[config.mk]
export PLATFORM = sky130hd
export DESIGN_NAME = memsel_pwr_decoder
export DESIGN_NICKNAME = d
export VERILOG_FILES = /design/src/rtl/memsel_pkg.sv /design/src/rtl/memsel_supply_qual.sv /design/src/rtl/memsel_half_dec.sv /design/src/rtl/memsel_pwr_decoder.sv
export SDC_FILE = /design/constraint.sdc
export NUM_CORES = 1
export LEC_CHECK = 0
export BUFFER_PORTS_ARGS = -buffer_cell sky130_fd_sc_hd__buf_2
export CAP_MARGIN = 15
export CORE_AREA = 3 3 40 42
export DETAILED_ROUTE_END_ITERATION = 16
export DIE_AREA = 0 0 43 45
export GPL_ROUTABILITY_DRIVEN = 0
export PLACE_DENSITY = 0.54
export SETUP_SLACK_MARGIN = 0.5
export SLEW_MARGIN = 20
export SYNTH_ARGS = -nofsm -noshare
export SYNTH_HDL_FRONTEND = slang
export SYNTH_HIERARCHICAL = 1
export SYNTH_SLANG_ARGS = --single-unit
[constraint.sdc]
create_clock -name clk -period 1.3 [get_ports clk]
set_input_delay 0.13 -clock clk [delete_from_list [all_inputs] [get_ports clk]]
set_output_delay 0.13 -clock clk [all_outputs]
set_load 0.05 [all_outputs]
[src/rtl/memsel_pkg.sv]
// Package: shared types and helpers for the power-fail-gated select decoder.
// Assumes: callers pass an address narrower than 16 bits.
package memsel_pkg;

    // Common gating conditions that apply to both decoder halves.
    typedef struct packed {
        logic glb_en_n;   // active-low global enable
        logic shut_n;     // active-low shutdown
        logic pwr_gate;   // supply qualified and present
    } memsel_ctrl_t;

    // Returns 1 when the shared conditions allow any decoding at all.
    function automatic logic ctrl_allows(input memsel_ctrl_t c);
        return c.pwr_gate & c.shut_n & ~c.glb_en_n;
    endfunction

endpackage

[src/rtl/memsel_supply_qual.sv]
// Module: supply qualifier.
// Synchronizes the asynchronous supply-good input through SYNC_STAGES flops,
// then requires HOLD_CYCLES further edges of a steady high level before it
// reports the supply as qualified.
// Assumes: SYNC_STAGES >= 2, HOLD_CYCLES >= 1, synchronous active-low reset.
module memsel_supply_qual #(
    parameter int SYNC_STAGES = 2,
    parameter int HOLD_CYCLES = 8
) (
    input  logic clk,
    input  logic rst_n,
    input  logic supply_ok,
    output logic qual_ok
);
    localparam int CNT_W = $clog2(HOLD_CYCLES + 1);
    localparam int LIMIT = SYNC_STAGES + HOLD_CYCLES;
    localparam int RUN_W = $clog2(LIMIT + 1);

    logic [SYNC_STAGES-1:0] sync_q;
    logic [CNT_W-1:0]       hold_cnt;
    logic                   hold_done;

    // Shift the supply-good level through the synchronizer chain.
    always_ff @(posedge clk) begin
        if (!rst_n) sync_q <= '0;
        else        sync_q <= {sync_q[SYNC_STAGES-2:0], supply_ok};
    end

    // Count synchronized high edges until the hold-off window has elapsed.
    always_ff @(posedge clk) begin
        if (!rst_n || !sync_q[SYNC_STAGES-1]) begin
            hold_cnt  <= '0;
            hold_done <= 1'b0;
        end else if (!hold_done) begin
            if (hold_cnt == CNT_W'(HOLD_CYCLES - 1)) hold_done <= 1'b1;
            else                                     hold_cnt  <= hold_cnt + 1'b1;
        end
    end

    // Qualified only while every stage agrees, so a drop is seen at once.
    always_comb qual_ok = hold_done & (&sync_q);

    // Checker: consecutive edges with the raw input high, saturating.
    logic [RUN_W-1:0] hi_run;
    always_ff @(posedge clk) begin
        if (!rst_n || !supply_ok)       hi_run <= '0;
        else if (hi_run != RUN_W'(LIMIT)) hi_run <= hi_run + 1'b1;
    end

    // qualification never comes before the full recovery window.
    a_r7_hold_window: assert property (@(posedge clk) disable iff (!rst_n)
        qual_ok |-> (hi_run >= RUN_W'(LIMIT)));

endmodule

[src/rtl/memsel_half_dec.sv]
// Module: one decoder half with active-low outputs.
// Decodes ADDR_W address bits to 2**ADDR_W selects when the shared control
// conditions and this half's group enable allow it. The group enable polarity
// is chosen by GRP_ACT_HIGH.
// Assumes: purely combinational; clk and rst_n are used only by assertions.
module memsel_half_dec
    import memsel_pkg::*;
#(
    parameter int ADDR_W       = 2,
    parameter bit GRP_ACT_HIGH = 1'b0,
    parameter int OUTS         = 1 << ADDR_W
) (
    input  logic              clk,
    input  logic              rst_n,
    input  memsel_ctrl_t      ctrl,
    input  logic              grp_en,
    input  logic [ADDR_W-1:0] addr,
    output logic [OUTS-1:0]   sel_n
);
    logic grp_active;
    logic half_en;

    // Resolve the group enable polarity and combine it with the shared gates.
    always_comb begin
        grp_active = GRP_ACT_HIGH ? grp_en : ~grp_en;
        half_en    = ctrl_allows(ctrl) & grp_active;
    end

    // One comparator per output, driving it low only when selected.
    for (genvar i = 0; i < OUTS; i++) begin : g_out
        assign sel_n[i] = ~(half_en && (addr == ADDR_W'(i)));
    end

    // at most one select of this half is low.
    a_r9_half_onehot: assert property (@(posedge clk) disable iff (!rst_n)
        $countones(~sel_n) <= 1);

    // a blocked group enable leaves every select of this half high.
    a_r3_group_blocks: assert property (@(posedge clk) disable iff (!rst_n)
        !grp_active |-> (&sel_n));

endmodule

[src/rtl/memsel_pwr_decoder.sv]
// Module: top of the power-fail-gated memory chip-select decoder.
// Two decoder halves with opposite group-enable polarity share the global
// enable, the shutdown and the power gate. A supply loss forces all selects
// high and releases the supply switch immediately. Recovery waits for the
// qualifier. REGISTERED picks flopped or combinational decoded outputs.
// Assumes: supply_ok may be asynchronous; all other inputs are synchronous to clk.
module memsel_pwr_decoder
    import memsel_pkg::*;
#(
    parameter int ADDR_W      = 2,
    parameter int SYNC_STAGES = 2,
    parameter int HOLD_CYCLES = 8,
    parameter bit REGISTERED  = 1'b0,
    parameter int OUTS        = 1 << ADDR_W
) (
    input  logic              clk,
    input  logic              rst_n,
    input  logic              supply_ok,
    input  logic              shut_n,
    input  logic              glb_en_n,
    input  logic              grp1_en_n,
    input  logic              grp2_en,
    input  logic [ADDR_W-1:0] addr1,
    input  logic [ADDR_W-1:0] addr2,
    output logic [OUTS-1:0]   sel1_n,
    output logic [OUTS-1:0]   sel2_n,
    output logic              psw_n
);
    localparam int TOTAL = 2 * OUTS;

    logic          qual_ok;
    logic          pwr_gate;
    memsel_ctrl_t  ctrl;
    logic [OUTS-1:0] dec1_n;
    logic [OUTS-1:0] dec2_n;
    logic [TOTAL-1:0] dec_all_n;
    logic [TOTAL-1:0] out_all_n;

    memsel_supply_qual #(
        .SYNC_STAGES (SYNC_STAGES),
        .HOLD_CYCLES (HOLD_CYCLES)
    ) u_qual (
        .clk       (clk),
        .rst_n     (rst_n),
        .supply_ok (supply_ok),
        .qual_ok   (qual_ok)
    );

    // Power gate: raw input for an immediate drop, qualifier for recovery.
    always_comb begin
        pwr_gate      = supply_ok & qual_ok;
        ctrl.glb_en_n = glb_en_n;
        ctrl.shut_n   = shut_n;
        ctrl.pwr_gate = pwr_gate;
    end

    memsel_half_dec #(.ADDR_W(ADDR_W), .GRP_ACT_HIGH(1'b0)) u_half1 (
        .clk    (clk),
        .rst_n  (rst_n),
        .ctrl   (ctrl),
        .grp_en (grp1_en_n),
        .addr   (addr1),
        .sel_n  (dec1_n)
    );

    memsel_half_dec #(.ADDR_W(ADDR_W), .GRP_ACT_HIGH(1'b1)) u_half2 (
        .clk    (clk),
        .rst_n  (rst_n),
        .ctrl   (ctrl),
        .grp_en (grp2_en),
        .addr   (addr2),
        .sel_n  (dec2_n)
    );

    assign dec_all_n = {dec2_n, dec1_n};

    if (REGISTERED) begin : g_reg
        logic [TOTAL-1:0] out_q;
        // Capture the decoded selects; reset parks them inactive.
        always_ff @(posedge clk) begin
            if (!rst_n) out_q <= '1;
            else        out_q <= dec_all_n;
        end
        // The supply force bypasses the flops.
        assign out_all_n = out_q | {TOTAL{~supply_ok}};

        // shutdown seen at an edge leaves all selects high after it.
        a_r3_shut_reg: assert property (@(posedge clk) disable iff (!rst_n)
            !shut_n |=> (&out_all_n));
    end else begin : g_comb
        // Drive the decoded selects straight through.
        assign out_all_n = dec_all_n;

        // shutdown blocks every select in the same cycle.
        a_r3_shut_comb: assert property (@(posedge clk) disable iff (!rst_n)
            !shut_n |-> (&out_all_n));
    end

    // Split the output vector and drive the supply switch.
    always_comb begin
        sel1_n = out_all_n[OUTS-1:0];
        sel2_n = out_all_n[TOTAL-1:OUTS];
        psw_n  = ~pwr_gate;
    end

    // a missing supply leaves no select low and the switch released.
    a_r5_fail_forces: assert property (@(posedge clk) disable iff (!rst_n)
        !supply_ok |-> ((&sel1_n) && (&sel2_n) && psw_n));

    // any low select implies the supply switch is on.
    a_r6_switch_on: assert property (@(posedge clk) disable iff (!rst_n)
        !(&out_all_n) |-> !psw_n);

endmodule

==> reports/results.tsv <==
metric	value	unit
r2r-end	u_qual/hold_cnt[0]	
yosysSeqAreaShare	0.3849	
ir_worst_vdd	0.6425	mV
seqCellArea	145.1	µm²
cts_sinks	7	
drt_iter0_drc	16	
worst_slew_pin_slew	0.2351	ns
maxSlewHeadroom	0.8416	
p_int	356.5	µW
async_flop_share	0	
drt_wl_total	970	µm
cts_root_buf	clkbuf_4	
synthFlopType	dfxtp_1	
grt_pass1_vias	353	
p_leak	0.0002775	µW
drc	0	
cts_tree	done	
num_rows	13	
io_pins	20	
fin_ws	-0.2514	ns
fin_skew	0.0005938	ns
violations	setup timing	
sequentialPowerShare	0.491	
min_period_over_period	1.193	
worst_skew_pair.late_latency	0.25	ns
antenna_found_initial	0	
cts-root-to-sink-buffers	2	
multi_input_area	272.8	µm²
yosysUniqueCellTypes	19	
setup_viol	8	
firstDrtPassIters	4	
p_sw_frac	0.2092	
hold_viol_final	0	
postSynthNetCount	55	
fmax	644.6	MHz
num_antenna_cells	0	
drive_gt1_frac	0.6250	
clk_pin_slew	0.05	ns
synth_top_cell_by_area	dfxtp_1	
fill_cells	118	
die_area	1935	µm²
p_sw	94.34	µW
synth.avg_cell_area	8.467	µm²
max_cap_viol_count	0	
io_buffers	19	
syn_area	364.1	µm²
p_comb_frac	0.082	
synth-edff-count	0	
critical_path_class	flip-flop to output pin	
cp_max_fo	4	
r2r_cells	4	
grt.overflow.total	0	
grtUsageTotal	0.1079	
slew_viol_final	0	
wl_per_cell	11.15	µm
synthCells	43	
crit_end	sel1_n[2]	
syn2layout_area_growth	84.19	%
r2r-start	u_qual/hold_cnt[0]	
synth_most_common_cell	dfxtp_1	
die_w	43	µm
endpoint_kind	output pin	
hold_path_depth	2	
cts.htree.levels	1	
startpoint	u_qual/hold_done	
power	450.8	µW
die_h	45	µm
nNetsFinal	85	
start_util	0.2833	
num_vias	423	
period_minus_slack	1.551	ns
numCtsBuffers	3	
fin_area	670.6	µm²
postPlaceCellArea	521.8	µm²
crit_required	1.17	ns
synthTopCellsByCount	7 x dfxtp_1, 5 x nand2_1, 4 x nand3_1, 4 x nand3b_1, 4 x nor2_1	
r2r_slack	0.05	ns
yosys_warnings	6	
grt_pass1_wl	1428	µm
finalSetupTns	-1.773	ns
start_kind	flip-flop	
hp-class	input pin to flip-flop	
ys_seq_elements	7	
crit_arrival	1.42	ns
hpwlAfterDp	656.3	µm
synth_top_area_share	0.3849	
clock_power_share	0.427	
post_drt_via_cell_ratio	4.862	
ant_nets	0	
powerDensity	672.2	nW/µm²
ys_top_cells_by_area	dfxtp_1 38%, nand3b_1 8.2%, nand3_1 5.5%, and2_1 5.2%, nand2_1 5.2%	
grt_start_max_net_pins	6	
grt_setup_unrepaired	true	
status	finished, violations left	
core	1285	µm²
## layout by cell type, fill, tap and decap left out
master and n:
a21oi_2 2, inv_1 1, a21oi_1 1, clkbuf_4 3, buf_6 9, buf_4 5
and4_4 1, and3b_2 1, o21ai_0 1, nor2_1 3, clkbuf_1 1, and4b_2 1
nand3_2 2, nand3b_1 4, nand2_1 4, nand2_2 1, nor3_2 1, nor2_4 1
dfxtp_2 4, buf_2 10, or3_1 1, ha_4 1, nand4b_1 1, dfxtp_1 3
and3_1 1, mux2i_1 1, and2_1 3, nand3_1 2, or3_4 1, buf_8 1
and4bb_2 1
## power by group through the flow
stage / combinational [µW] / clock, µW / sequential, µW
6_report: 37.1 / 192 / 221
5_1_grt: 40.6 / 216 / 221
4_1_cts: 35.1 / 203 / 221
3_5_place_dp: 33.2 / 0 / 226
3_3_place_gp: 33.0 / 0 / 226
2_1_floorplan: 8.68 / 0 / 226
## sequential cells by signal (all words and copies together) (netlist names)
name and count:
u_qual/sync_q 2, u_qual/hold_cnt 4, u_qual/hold_done 1
## cell type report
class / count / share of cell area
well taps: 15 / 0.02799
flip-flops and latches: 7 / 0.2164
inverters: 1 / 0.005597
clock buffers: 4 / 0.03918
repair buffers: 25 / 0.3041
multi-input cells: 35 / 0.4067
## worst min path at each step
stage	startpoint	to	slack, ns
floorplan	rst_n	u_qual/sync_q[0]	0.25
global placement	supply_ok	u_qual/sync_q[0]	0.38
detailed placement	supply_ok	u_qual/sync_q[0]	0.37
CTS	supply_ok	u_qual/sync_q[0]	0.11
global route	supply_ok	u_qual/sync_q[0]	0.13
finish	supply_ok	u_qual/sync_q[0]	0.12
## timing repair
action / CTS / global route
hold endpoints to repair: 0 / 0
pin swaps: 6 / 4
resized for setup: 23 / 5
buffers inserted: 4 / 0
setup endpoints to repair: 14 / 14
hold buffers: 0 / 0
## cell families after synthesis
| group | synth area share |
|---|---|
| and+or+nand+nor | 0.4880 |
| DFF | 0.3849 |
| AOI/OAI and AO/OA | 0.05496 |
| buffers and inverters | 0.01030 |
| muxes | 0.02749 |
| adders and majority gates | 0.03436 |
## worst max-delay path, stage by stage, from the launching register on
cell	delay, ns
dfxtp_2	0.32
and3_1	0.16
and2_1	0.13
and4bb_2	0.29
nand3b_1	0.11
buf_6	0.16
## metrics by stage
stage / hold slack, ns / util / setup slack (ns) / cells
floorplan: 0.2517 / - / -0.1061 / 43
global placement: 0.3779 / 0.4060 / -0.02542 / 79
detailed placement: 0.3655 / 0.4060 / -0.04281 / 79
CTS: 0.1112 / 0.5083 / -0.2480 / 87
global route: 0.1264 / 0.5219 / -0.3163 / 87
finish: 0.1184 / 0.5219 / -0.2514 / 87
## routing by layer
layer / wire length (µm) / track usage
met5: 0 / 0
met4: 27 / 0.1084
met3: 28 / 0.04781
met2: 496 / 0.1557
met1: 418 / 0.1146
Power figures use the tool's default switching activity.
